## config.mk

```make
export PLATFORM = sky130hd
export DESIGN_NAME = dsi_turn_ctrl
export DESIGN_NICKNAME = d
export VERILOG_FILES = /design/src/rtl/dsi_turn_pkg.sv /design/src/rtl/dsi_turn_wdog.sv /design/src/rtl/dsi_turn_seq.sv /design/src/rtl/dsi_turn_evt.sv /design/src/rtl/dsi_turn_ctrl.sv
export SDC_FILE = /design/constraint.sdc
export NUM_CORES = 1
export LEC_CHECK = 0
export ABC_AREA = 1
export BUFFER_PORTS_ARGS = -buffer_cell sky130_fd_sc_hd__buf_2
export CORE_ASPECT_RATIO = 0.5
export CORE_MARGIN = 3
export CORE_UTILIZATION = 25
export DETAILED_ROUTE_END_ITERATION = 8
export PLACE_DENSITY = 0.58
export SLEW_MARGIN = 20
export SYNTH_ARGS = -nofsm -noshare
export SYNTH_HDL_FRONTEND = slang
export SYNTH_SLANG_ARGS = --single-unit
```

## constraint.sdc

```tcl
create_clock -name clk -period 5.3 [get_ports clk]
set_clock_uncertainty 0.15 [all_clocks]
set_input_delay 0.53 -clock clk [delete_from_list [all_inputs] [get_ports clk]]
set_output_delay 0.53 -clock clk [all_outputs]
set_load 0.005 [all_outputs]
```

## src/rtl/dsi_turn_pkg.sv

```systemverilog
package dsi_turn_pkg;
  typedef enum logic [1:0] {
    ST_IDLE = 2'd0,
    ST_HOLD = 2'd1,
    ST_REQ  = 2'd2,
    ST_REV  = 2'd3
  } turn_st_t;

  localparam int IRQ_W      = 32;
  localparam int BIT_TA_TO  = 20;
  localparam int BIT_RX_TO  = 21;
  localparam int BIT_TURNED = 25;
  localparam int NUM_EVT    = 3;
  localparam int EV_TA      = 0;
  localparam int EV_RX      = 1;
  localparam int EV_DONE    = 2;
endpackage

```

## src/rtl/dsi_turn_wdog.sv

```systemverilog
module dsi_turn_wdog #(
  parameter int W = 8
) (
  input  logic         clk,
  input  logic         rst,
  input  logic         run,
  input  logic [W-1:0] limit,
  output logic         hit
);
  logic [W-1:0] cnt;
  logic         fired;
  logic [W:0]   nxt;

  assign nxt = {1'b0, cnt} + 1'b1;
  assign hit = run && !fired && (limit != '0) && (nxt == {1'b0, limit});

  always_ff @(posedge clk) begin
    if (rst || !run) begin
      cnt   <= '0;
      fired <= 1'b0;
    end else if (!fired) begin
      if (hit) begin
        fired <= 1'b1;
        cnt   <= '0;
      end else begin
        cnt <= nxt[W-1:0];
      end
    end
  end
endmodule

```

## src/rtl/dsi_turn_seq.sv

```systemverilog
module dsi_turn_seq
  import dsi_turn_pkg::*;
(
  input  logic     clk,
  input  logic     rst,
  input  logic     pkt_done,
  input  logic     pkt_reply,
  input  logic     force_turn,
  input  logic     force_stop,
  input  logic     phy_dir_rev,
  input  logic     hold_zero,
  input  logic     hold_hit,
  input  logic     ta_hit,
  output turn_st_t state,
  output logic     ev_done,
  output logic     ev_ta
);
  turn_st_t nxt;

  always_comb begin
    nxt     = state;
    ev_done = 1'b0;
    ev_ta   = 1'b0;
    if (force_stop) begin
      nxt = ST_IDLE;
    end else begin
      unique case (state)
        ST_IDLE: begin
          if (force_turn) nxt = ST_REQ;
          else if (pkt_done && pkt_reply) nxt = hold_zero ? ST_REQ : ST_HOLD;
        end
        ST_HOLD: begin
          if (force_turn || hold_hit) nxt = ST_REQ;
        end
        ST_REQ: begin
          if (phy_dir_rev) begin
            nxt     = ST_REV;
            ev_done = 1'b1;
          end else if (ta_hit) begin
            nxt   = ST_IDLE;
            ev_ta = 1'b1;
          end
        end
        ST_REV: begin
          if (!phy_dir_rev) nxt = ST_IDLE;
        end
        default: nxt = ST_IDLE;
      endcase
    end
  end

  always_ff @(posedge clk) begin
    if (rst) state <= ST_IDLE;
    else     state <= nxt;
  end
endmodule

```

## src/rtl/dsi_turn_evt.sv

```systemverilog
module dsi_turn_evt
  import dsi_turn_pkg::*;
(
  input  logic             clk,
  input  logic             rst,
  input  logic [NUM_EVT-1:0] set,
  input  logic [IRQ_W-1:0] clr,
  input  logic [IRQ_W-1:0] mask,
  output logic [IRQ_W-1:0] src,
  output logic             irq
);
  localparam int POS [NUM_EVT] = '{BIT_TA_TO, BIT_RX_TO, BIT_TURNED};

  logic [NUM_EVT-1:0] flag_q, flag_d, en;

  for (genvar i = 0; i < NUM_EVT; i++) begin : g_evt
    assign flag_d[i] = set[i] | (flag_q[i] & ~clr[POS[i]]);
    assign en[i]     = ~mask[POS[i]];
  end

  always_ff @(posedge clk) begin
    if (rst) begin
      flag_q <= '0;
      irq    <= 1'b0;
    end else begin
      flag_q <= flag_d;
      irq    <= |(flag_d & en);
    end
  end

  always_comb begin
    src = '0;
    for (int i = 0; i < NUM_EVT; i++) src[POS[i]] = flag_q[i];
  end
endmodule

```

## src/rtl/dsi_turn_ctrl.sv

```systemverilog
module dsi_turn_ctrl
  import dsi_turn_pkg::*;
#(
  parameter int HOLD_W = 10,
  parameter int TA_W   = 8,
  parameter int RX_W   = 16
) (
  input  logic              clk,
  input  logic              rst,
  input  logic              pkt_done,
  input  logic              pkt_reply,
  input  logic              force_turn,
  input  logic              force_stop,
  input  logic [HOLD_W-1:0] hold_cnt,
  input  logic [TA_W-1:0]   ta_limit,
  input  logic [RX_W-1:0]   rx_limit,
  input  logic              phy_dir_rev,
  input  logic              phy_rx_lp,
  input  logic              phy_rx_valid,
  input  logic [IRQ_W-1:0]  irq_clr,
  input  logic [IRQ_W-1:0]  irq_mask,
  output logic              turn_req,
  output logic              stop_req,
  output logic              dir_status,
  output logic [IRQ_W-1:0]  irq_src,
  output logic              irq
);
  turn_st_t           state;
  logic               hold_run, ta_run, rx_run;
  logic               hold_hit, ta_hit, rx_hit;
  logic               ev_done, ev_ta;
  logic [NUM_EVT-1:0] ev_set;

  assign hold_run = (state == ST_HOLD) && !force_stop && !force_turn;
  assign ta_run   = (state == ST_REQ) && !phy_dir_rev && !force_stop;
  assign rx_run   = (state == ST_REV) && phy_dir_rev && phy_rx_lp &&
                    !phy_rx_valid && !force_stop;

  dsi_turn_wdog #(.W(HOLD_W)) u_hold (
    .clk(clk), .rst(rst), .run(hold_run), .limit(hold_cnt), .hit(hold_hit));
  dsi_turn_wdog #(.W(TA_W)) u_ta (
    .clk(clk), .rst(rst), .run(ta_run), .limit(ta_limit), .hit(ta_hit));
  dsi_turn_wdog #(.W(RX_W)) u_rx (
    .clk(clk), .rst(rst), .run(rx_run), .limit(rx_limit), .hit(rx_hit));

  dsi_turn_seq u_seq (
    .clk(clk), .rst(rst), .pkt_done(pkt_done), .pkt_reply(pkt_reply),
    .force_turn(force_turn), .force_stop(force_stop),
    .phy_dir_rev(phy_dir_rev), .hold_zero(hold_cnt == '0),
    .hold_hit(hold_hit), .ta_hit(ta_hit), .state(state),
    .ev_done(ev_done), .ev_ta(ev_ta));

  always_comb begin
    ev_set          = '0;
    ev_set[EV_TA]   = ev_ta;
    ev_set[EV_RX]   = rx_hit;
    ev_set[EV_DONE] = ev_done;
  end

  dsi_turn_evt u_evt (
    .clk(clk), .rst(rst), .set(ev_set), .clr(irq_clr), .mask(irq_mask),
    .src(irq_src), .irq(irq));

  assign turn_req = (state == ST_REQ);

  always_ff @(posedge clk) begin
    if (rst) begin
      stop_req   <= 1'b0;
      dir_status <= 1'b0;
    end else begin
      stop_req   <= force_stop;
      dir_status <= phy_dir_rev;
    end
  end
endmodule

```

# Yosys cells after proc, flatten, opt, wreduce, memory -nomap -nowiden

Cells that the tools add are included.

Flip-flop bits (word level): 45
Bits in latches: 0
Memory bits (writable): 0
Memory bits (read-only): 0
Output and inout bits: 36
Word-level logic and storage cells: 100
Memories kept: 0

Add/sub/neg operators: 3
Multiply operators: 0
Div/mod/pow operators: 0
Order comparisons: 0
Equal/unequal tests: 10
Shift operators: 0
Mux-type cells: 23
Bitwise operators: 13
Reductions and logical operators: 40

Operators with widths:

| operator                                                        | number |
|---|---|
| 1-bit logical AND                                               | 18 |
| 16-bit by 1-bit adder with 17-bit output, second input constant | 1 |
| 17-bit by 16-bit == test with 1-bit output                      | 1 |
| 16-bit 2-to-1 mux                                               | 1 |
| 16-bit nonzero test                                             | 1 |
| 2-bit 2-to-1 mux                                                | 7 |
| 1-bit 2-to-1 mux                                                | 12 |
| 10-bit by 1-bit adder with 11-bit output, second input constant | 1 |
| 11-bit by 10-bit == test with 1-bit output                      | 1 |
| 1-bit zero test                                                 | 10 |
| 10-bit zero test                                                | 1 |
| 10-bit 2-to-1 mux                                               | 1 |
| 10-bit nonzero test                                             | 1 |
| 8-bit by 1-bit adder with 9-bit output, second input constant   | 1 |
| 9-bit by 8-bit == test with 1-bit output                        | 1 |
| 8-bit 2-to-1 mux                                                | 1 |
| 2-bit case mux with 4 select lines                              | 1 |
| 8-bit nonzero test                                              | 1 |
| 3-bit by 2-bit != test with 1-bit output, second input constant | 2 |
| 1-bit inverter                                                  | 6 |
| 2-bit == test, second input constant                            | 2 |
| 1-bit logical OR                                                | 4 |
| 4-bit AND reduction                                             | 1 |
| 1-bit bitwise AND                                               | 3 |
| 8 further kinds                                                 | 10 |

# Logic depth before layout (Yosys ltp)

Gate-level depths: netlist of the first run.

Word-level depth: 13
Depth in mapped cells: 15
Depth with buffers taken out: 15

# Modules after synthesis

A second synthesis of the first run with hierarchy kept.

Cells, all modules: 713
Area total of the unflattened synthesis: 4325.4 µm²

By module, submodules not included:

| module                  | times used | cells each | area an instance (µm²) | sequential area each (µm²) |
|---|---|---|---|---|
| dsi_turn_wdog at u_rx   | 1          | 285        | 1715.4                 | 340.3 |
| dsi_turn_wdog at u_hold | 1          | 172        | 1088.5                 | 220.2 |
| dsi_turn_wdog at u_ta   | 1          | 130        | 754.5                  | 180.2 |
| dsi_turn_evt            | 1          | 59         | 407.9                  | 80.1 |
| dsi_turn_seq            | 1          | 44         | 224.0                  | 40.0 |
| dsi_turn_ctrl           | 1          | 23         | 135.1                  | 40.0 |

# Worst setup path before layout of the first run

No wires, ideal clock.

Path kind: reg2reg
Start: reg u_rx.cnt[0]
End: reg u_rx.cnt[10]
Setup time: 0.141 ns
Data arrival time: 1.735 ns
Data required time: 5.009 ns
Path slack: 3.275 ns
Cell stages (with the launch flop): 14
Buffers on the path: 1
Period minus slack after synthesis: 2.025 ns
Cell sequence: dfxtp_1 ha_1 nand2_1 nor2_4 nand2_2 xnor2_1 nand2_1 nand2_1 nand3_1 nor2_2 nand2_4 buf_6 nand3_2 a21oi_2

Longest elaborated chain between the ends: 4

RTL lines:

| item                                       | RTL line            | RTL |
|---|---|---|
| from (decl)                                | dsi_turn_wdog.sv:10 | `logic [W-1:0] cnt;` |
| from (signal assigned)                     | dsi_turn_wdog.sv:26 | `cnt <= nxt[W-1:0];` |
| 16-bit by 1-bit adder with 17-bit output * | dsi_turn_wdog.sv:14 | `assign nxt = {1'b0, cnt} + 1'b1;` |
| 17-bit by 16-bit == test with 1-bit output | dsi_turn_wdog.sv:15 | `assign hit = run && !fired && (limit != '0) && (nxt == {1'b0, limit});` |
| 1-bit logical AND                          | dsi_turn_wdog.sv:15 |  |
| 16-bit 2-to-1 mux *                        | dsi_turn_wdog.sv:22 | `if (hit) begin` |

Mark *: on every way between the ends. The rest lies on a longest branch, timed or not.
A chain may end at the register's enable or synchronous reset.

# Worst setup path after layout of the first run

Start: reg u_rx.cnt[0]
End: reg u_rx.cnt[2]

The elaborated chain is that of the path after synthesis.

==> impl_metrics.csv, run 1 <==
group,metric,value,unit
status,status,"finished clean",
synthesis,synth-xor-area-share,0.0191,
cts,post_cts_buffers,0,
synthesis,synthAdderAreaFrac,0.0102,
grt,grt_pass1_vias,3402,
grt,antenna_found_initial,0,
setup_path,critPathKind,"reg -> reg",
die,num_io_pins,143,
setup_path,crit_start,"u_rx.cnt[0]",
detailed_routing,ant_nets,0,
sta,setup_viol,0,
grt,grt_overflow,0,
die,start_util,0.263,
setup_path,cp-end-kind,"flop",
power_and_ir_drop,p_sw_frac,0.241,
cts,ctsResizeCount,0,
power_and_ir_drop,power.leakage,1.92,nW
sta,min_period,2.39,ns
setup_path,cp.required,5.29,ns
setup_path,reg2reg_to,"u_rx.cnt[2]",
placed_design,placed_area,4030,um^2
die,die_x,177,um
placed_design,gp_congestion,0.866,
cells_and_area,drive_above_1_share,0.152,
setup_path,crit_slowest_cell,"dfxtp_1",
power_and_ir_drop,switchingPower,190,uW
synthesis,yosysSeqAreaShare,0.245,
cells_and_area,fillCellCount,1566,
detailed_routing,dr.first_iter.drc_count,279,
cts,cts_hold_buf,0,
sta,grt_setup_unrepaired,"no",
synthesis,synthMuxAreaShare,0,
sta,fin_tns_setup,0,ns
synthesis,synth_top_family_by_area,"simple AND/OR/NAND/NOR gates",
sta,max_slew_margin,0.523,
setup_path,crit_fanout,19,
cts,clkSlewWorstSetupHoldPaths,0.07,ns
die,rows,30,
synthesis,synthCells,625,
cts,cts_tree,"built",
grt,grt_max_degree,20,
synthesis,yosysUniqueCellTypes,35,
power_and_ir_drop,pwr-share-clk,0.470,
die,die_h,91.7,um
grt,met2_usage,0.189,
detailed_routing,wl,9180,um
power_and_ir_drop,ir_worst_vdd,104,uV
setup_path,path_buf_inv,0,
die,die_area,16300,um^2
power_and_ir_drop,p_per_area,187,nW/um^2
placed_design,dp_hpwl,7340,um
power_and_ir_drop,p_comb_frac,0.095,
detailed_routing,drc_errors,0,
detailed_routing,drtPass1Iterations,7,
setup_path,max_stage_delay,0.38,ns
cts,clk_latency,0.29,ns
cts,cts-root-buf,"clkbuf_16",
synthesis,synth_compound_area_frac,0.0824,
setup_path,crit_top_cell,"nand2_1",
synthesis,avgSynthCellArea,5.88,um^2
setup_path,path_depth,12,
setup_path,crit_path_cell_trace,"ha_1, nand2_1, nor2_4, nand2_2, xnor2_1, nand2_1, nand2_1, nand3_1, nor2_2, nand2_4, nand3_1, a21oi_1",
setup_path,start_kind,"flop",
placed_design,portBuffers,55,
setup_path,crit_end,"u_rx.cnt[2]",
power_and_ir_drop,p_int,597,uW
sta,tightest_slew,0.715,ns
cells_and_area,synthToLayoutAreaGrowth,14.4,%
cts,cts.path.max_buffers,2,
sta,max_freq,418,MHz
min_path,worstHoldPathType,"in -> reg",
cells_and_area,final_nets,787,
detailed_routing,num_vias,3810,
setup_path,reg2reg_from,"u_rx.cnt[0]",
cts,cts_buffers,5,
grt,use_met1,0.153,
die,coreArea,14000,um^2
grt,grt_usage,0.113,
cts,clock_sinks,45,
cells_and_area,final_cell_area,4200,um^2
cells_and_area,antenna_cells,0,
synthesis,synth-seq-cells,45,
detailed_routing,routed_via_density,4.38,
setup_path,reg2reg_depth,12,
job,drv_cap,0,
sta,fin_crit_sh,0.452,
grt,grt_pass1_wl,15600,um
synthesis,ys_warn_count,0,
sta,slew_violations,0,
grt,grtUsageMet3,0.0194,
sta,hold_viol_final,0,
setup_path,critPathTopFamily,"simple AND/OR/NAND/NOR gates",
setup_path,cp.arrival,2.39,ns
detailed_routing,routedWlPerCell,10.6,um
grt,busiest_layer,"met2",
power_and_ir_drop,seqPwrFrac,0.435,
synthesis,synthSimpleGateAreaFrac,0.469,
synthesis,netlist_area,3670,um^2
setup_path,reg2reg_slack,2.91,ns
cts,htree_levels,2,
cells by family (layout without fill, tap and decap cells):
logic type,Yosys count,count (layout)
fa+ha+maj,3,3
simple gates,381,381
buf+inv,137,162
flops,45,45
other cells,1,29
compound gates,50,50
xor+xnor,8,8
cell type report:
| class | count | area, um^2 | area share |
|---|---|---|---|
| Sequential cell | 45 | 901 | 0.214 |
| Clock buffer | 5 | 125 | 0.0298 |
| Clock inverter | 3 | 47.5 | 0.0113 |
| Inverter | 99 | 372 | 0.0884 |
| Multi-Input combinational cell | 471 | 2240 | 0.533 |
| Tap cell | 192 | 240 | 0.0572 |
| Timing Repair Buffer | 55 | 275 | 0.0655 |
metrics by stage:
stage / utilization / setup WS, ns / hold slack, ns / power (mW) / cells
global placement: 0.289 / 2.92 / 0.317 / 0.424 / 862
CTS: 0.301 / 2.89 / 0.307 / 0.801 / 870
finish: 0.301 / 2.91 / 0.313 / 0.787 / 870
detailed placement: 0.289 / 2.92 / 0.330 / 0.425 / 862
global route: 0.301 / 2.60 / 0.339 / 0.823 / 870
floorplan: - / 3.27 / 0.305 / 0.409 / 653
cells in the mapped netlist:
cell type  instances  area share
a211oi_1           1      0.0020
a21oi_1           26       0.035
a21oi_2            9       0.021
a22oi_1            1      0.0020
a31oi_1            2      0.0034
and2_1             2      0.0034
buf_2              1      0.0014
buf_4             30       0.061
buf_6              1      0.0031
clkbuf_1           6      0.0061
clkinv_1           3      0.0031
conb_1             1      0.0010
dfxtp_1           45        0.25
ha_1               3       0.010
inv_1             93       0.095
inv_2              3      0.0031
nand2_1          184        0.19
nand2_2            6       0.010
nand2_4            1      0.0031
nand3_1           76        0.10
nand3_2           10       0.027
nand3b_1           5       0.010
nand4_1           17       0.029
nor2_1            66       0.067
nor2_2             6       0.010
nor2_4             3      0.0092
nor3_1             3      0.0041
o211ai_1           1      0.0020
o21ai_0            3      0.0041
o21ai_1            1      0.0014
o21bai_1           1      0.0020
o22ai_1            5      0.0085
or2_2              2      0.0034
xnor2_1            3      0.0072
xor2_1             5       0.012
sequential cells by signal, indices dropped and copies added, names as in the netlist, 2 cells and up:
name	count
u_rx.cnt	16
u_hold.cnt	10
u_ta.cnt	8
u_evt.flag_q	3
u_seq.state	2
worst reg2reg max path, delay by kind of cell (launching register included):
kind	cells	cell delay [ns]
adder cells (fa/ha/maj)	1	0.22
flip-flops	1	0.38
XOR/XNOR	1	0.24
AO/OA/AOI/OAI	1	0.09
AND/OR/NAND/NOR	9	1.17
power groups by stage:
| stage | Clock (mW) | Sequential [mW] | Combinational, mW |
|---|---|---|---|
| after floorplan | 0 | 0.350 | 0.0585 |
| after global placement | 0 | 0.350 | 0.0739 |
| after detailed placement | 0 | 0.350 | 0.0750 |
| after CTS | 0.383 | 0.343 | 0.0752 |
| after global routing | 0.393 | 0.343 | 0.0877 |
| final | 0.370 | 0.343 | 0.0748 |
cell usage in the layout (no fill, tap or decap), types with 5 or more instances in the layout:
master	n
nand2_2	6
nand4_1	17
a21oi_1	26
xor2_1	5
conb_1	29
inv_1	93
buf_2	55
a21oi_2	9
dfxtp_1	45
nand2_1	184
nor2_2	6
clkbuf_16	5
nor2_1	66
nand3b_1	5
nand3_1	76
o22ai_1	5
nand3_2	10
routing by layer:
| layer | vias to the layer above | wire length, um |
|---|---|---|
| li1 | 2024 | - |
| met1 | 1704 | 4380 |
| met2 | 76 | 4330 |
| met3 | 6 | 360 |
| met4 | 0 | 105 |
| met5 | - | 0 |
worst min-delay path by stage:
stage,to,slack [ns],depth (start not counted),start
3_3_place_gp,u_hold.cnt[6],0.32,2,u_hold.cnt[6]
2_1_floorplan,u_hold.cnt[4],0.30,2,u_hold.cnt[4]
6_report,dir_status,0.31,3,phy_dir_rev
3_5_place_dp,u_hold.cnt[4],0.33,2,u_hold.cnt[4]
5_1_grt,dir_status,0.34,3,phy_dir_rev
4_1_cts,dir_status,0.31,3,phy_dir_rev
No activity file was read; power rests on OpenSTA's default activity.
==> run 2: changes to the inputs <==
--- a/config.mk
+++ b/config.mk
@@ -5,13 +5,13 @@
 export SDC_FILE = /design/constraint.sdc
 export NUM_CORES = 1
 export LEC_CHECK = 0
-export ABC_AREA = 1
+export ABC_AREA = 0
 export BUFFER_PORTS_ARGS = -buffer_cell sky130_fd_sc_hd__buf_2
 export CORE_ASPECT_RATIO = 0.5
 export CORE_MARGIN = 3
 export CORE_UTILIZATION = 25
 export DETAILED_ROUTE_END_ITERATION = 8
-export PLACE_DENSITY = 0.58
+export PLACE_DENSITY = 0.6
 export SLEW_MARGIN = 20
 export SYNTH_ARGS = -nofsm -noshare
 export SYNTH_HDL_FRONTEND = slang
==> constraint.sdc (replaced) <==
create_clock -name clk -period 2.2 [get_ports clk]
set_clock_uncertainty 0.15 [all_clocks]
set_input_delay 0.22 -clock clk [delete_from_list [all_inputs] [get_ports clk]]
set_output_delay 0.22 -clock clk [all_outputs]
set_load 0.005 [all_outputs]
==> impl_metrics.csv, run 2 <==
group,metric,value,unit
sta,setup_viol,34,
synthesis,synthArstFlopShare,0,
placed_design,portBuffers,55,
setup_path,critPathKind,"reg -> reg",
cells_and_area,layout_common_cells,"buf_4, buf_2, nand2_1",
power_and_ir_drop,switchingPower,452,uW
cells_and_area,final_cell_area,5340,um^2
placed_design,gp_congestion,0.828,
synthesis,synth_edf_count,0,
placed_design,placed_area,4690,um^2
detailed_routing,drc_errors,0,
setup_path,crit_fanout,12,
detailed_routing,num_vias,3920,
grt,antenna_found_initial,0,
setup_path,crit_start,"u_rx.cnt[1]",
setup_path,cp.required,2.27,ns
setup_path,start_kind,"flop",
power_and_ir_drop,p_int,1.43,mW
synthesis,yosysUniqueCellTypes,59,
setup_path,cp-end-kind,"flop",
detailed_routing,dr.first_iter.drc_count,178,
sta,slew_violations,0,
synthesis,synth_area_leaders,"dfxtp_1, buf_4, xnor2_1",
setup_path,reg2reg_depth,9,
cells_and_area,drive_above_1_share,0.415,
cts,cts_tree,"built",
cells_and_area,reg_top3,"u_rx.cnt (16), u_hold.cnt (10), u_ta.cnt (8)",
cts,cts.path.max_buffers,2,
grt,grt_max_degree,34,
cells_and_area,largest_register,"u_rx.cnt",
detailed_routing,wl,10800,um
sta,setup_ws,-0.342,ns
synthesis,synth-seq-cells,45,
die,die_h,90.0,um
placed_design,dp_slack,-0.318,ns
power_and_ir_drop,pwr-share-clk,0.456,
sta,max_freq,393,MHz
die,die_area,15700,um^2
sta,min_period,2.54,ns
cts,cts-root-buf,"clkbuf_16",
detailed_routing,drtPass1Iterations,4,
power_and_ir_drop,total_power,1.88,mW
status,violations,"negative setup slack",
cts,cts_buffers,5,
cells_and_area,antenna_cells,0,
setup_path,reg2reg_from,"u_rx.cnt[1]",
synthesis,ys_warn_count,0,
synthesis,synth_common_cells,"nand2_1, dfxtp_1, nor2_1, buf_4, xnor2_1",
setup_path,cp.arrival,2.61,ns
die,rows,29,
sta,hold_viol_final,0,
min_path,worstHoldPathType,"in -> reg",
detailed_routing,routed_via_density,4.84,
power_and_ir_drop,p_per_area,353,nW/um^2
synthesis,yosysMostFrequentCell,"nand2_1",
synthesis,synth_top_area_frac,0.256,
cts,clkSlewWorstSetupHoldPaths,0.07,ns
sta,grt_setup_unrepaired,"yes",
grt,grt_overflow,0,
die,coreArea,13200,um^2
status,status,"complete, but fails checks",
cells_and_area,layout_commonest_cell,"buf_4",
setup_path,reg2reg_to,"u_rx.cnt[7]",
cells_and_area,synthToLayoutAreaGrowth,51.3,%
grt,grt_pass1_wl,16800,um
cells_and_area,fillCellCount,1319,
cells_and_area,final_nets,733,
synthesis,synth_largest_area_cell,"dfxtp_1",
detailed_routing,routedWlPerCell,13.4,um
placed_design,dp_hpwl,7780,um
die,num_io_pins,143,
grt,grt_usage,0.127,
synthesis,synthCells,470,
synthesis,avgSynthCellArea,7.50,um^2
die,die_x,174,um
die,start_util,0.267,
job,drv_cap,0,
power_and_ir_drop,p_sw_frac,0.240,
synthesis,netlist_area,3530,um^2
power_and_ir_drop,ir_worst_vdd,207,uV
setup_path,reg2reg_slack,-0.34,ns
power_and_ir_drop,p_comb_frac,0.114,
grt,grt_pass1_vias,3560,
setup_path,crit_end,"u_rx.cnt[7]",
power_and_ir_drop,seqPwrFrac,0.430,
cts,clk_latency,0.29,ns
cells_and_area,largest_reg_flops,16,
cts,clock_sinks,45,
sta,fin_crit_sh,1.16,
cts,htree_levels,2,
detailed_routing,ant_nets,0,
synthesis,ys.flop_type,"dfxtp_1",
synthesis,yosysSeqAreaShare,0.256,
power_and_ir_drop,power.leakage,2.07,nW
cts,cts_hold_buf,0,
## run 2: changes by cell type after synthesis, moves of 11 or more
| cell | change |
|---|---|
| a31oi_1 | +11 |
| inv_1 | -87 |
| nand2_1 | -133 |
| nand3_1 | -56 |
| nor2_1 | -29 |
| nor4_1 | +12 |
| o21ai_0 | +15 |
| or3_1 | +14 |
| or4_1 | +15 |
| xnor2_1 | +21 |
| xor2_1 | +12 |
## run 2: how the worst min path moves through the flow
stage,startpoint,to,slack (ns),depth (start not counted)
floorplan,phy_dir_rev,dir_status,0.20,1
global placement,u_evt.flag_q[0],u_evt.flag_q[0],0.31,2
detailed placement,u_evt.flag_q[0],u_evt.flag_q[0],0.33,2
CTS,phy_dir_rev,dir_status,0.05,2
global route,phy_dir_rev,dir_status,0.07,2
finish,phy_dir_rev,dir_status,0.05,2
## run 2: area by class of cell
| cell class | instances | area (um^2) | share of cell area |
|---|---|---|---|
| Inverter | 6 | 22.5 | 0.00422 |
| Clock buffer | 7 | 164 | 0.0307 |
| Clock inverter | 1 | 7.51 | 0.00141 |
| Sequential cell | 45 | 941 | 0.176 |
| Timing Repair Buffer | 173 | 1230 | 0.230 |
| Multi-Input combinational cell | 392 | 2740 | 0.514 |
| Tap cell | 186 | 233 | 0.0436 |
## run 2: what timing repair did
item	4_1_cts	5_1_grt
buffers inserted	5	10
gates resized for setup	20	65
setup endpoints to repair	40	41
gates cloned	1	0
pin swaps	17	39
## run 2: kinds of logic (layout without fill, tap and decap cells)
logic type	Yosys count	in the layout	share of synthesized area
compound gates	86	86	0.158
other cells	1	29	0.00106
mux	1	1	0.00284
xor+xnor	41	41	0.102
buf+inv	61	187	0.105
simple gates	232	232	0.366
fa+ha+maj	3	3	0.0106
flops	45	45	0.255
## run 2: power by group through the flow
stage	Sequential [mW]	Clock (mW)	Combinational [mW]
after global placement	0.836	0	0.191
after global routing	0.811	0.919	0.232
after floorplan	0.837	0	0.126
after detailed placement	0.836	0	0.194
after CTS	0.814	0.894	0.198
final	0.811	0.859	0.214
## run 2: through the flow
step	std cells	hold slack, ns	util	setup TNS [ns]
6_report	810	0.0489	0.404	-7.40
5_1_grt	810	0.0654	0.404	-10.89
4_1_cts	800	0.0487	0.378	-5.61
3_5_place_dp	786	0.325	0.355	-7.56
3_3_place_gp	786	0.313	0.355	-7.07
2_1_floorplan	498	0.198	-	-3.58
## run 2: routing by layer
metal	global-route usage	wire [um]
met5	0	0
met4	0.0281	149
met3	0.0231	485
met2	0.219	5320
met1	0.165	4870
## run 2: critical path, stage by stage, from the launching register on
cell      delay [ns]
dfxtp_4         0.36
ha_4            0.14
nand3_4         0.12
or4_4           0.54
o311ai_2        0.10
nor4_2          0.08
and4_4          0.22
buf_12          0.15
or4_1           0.47
a31oi_1         0.13
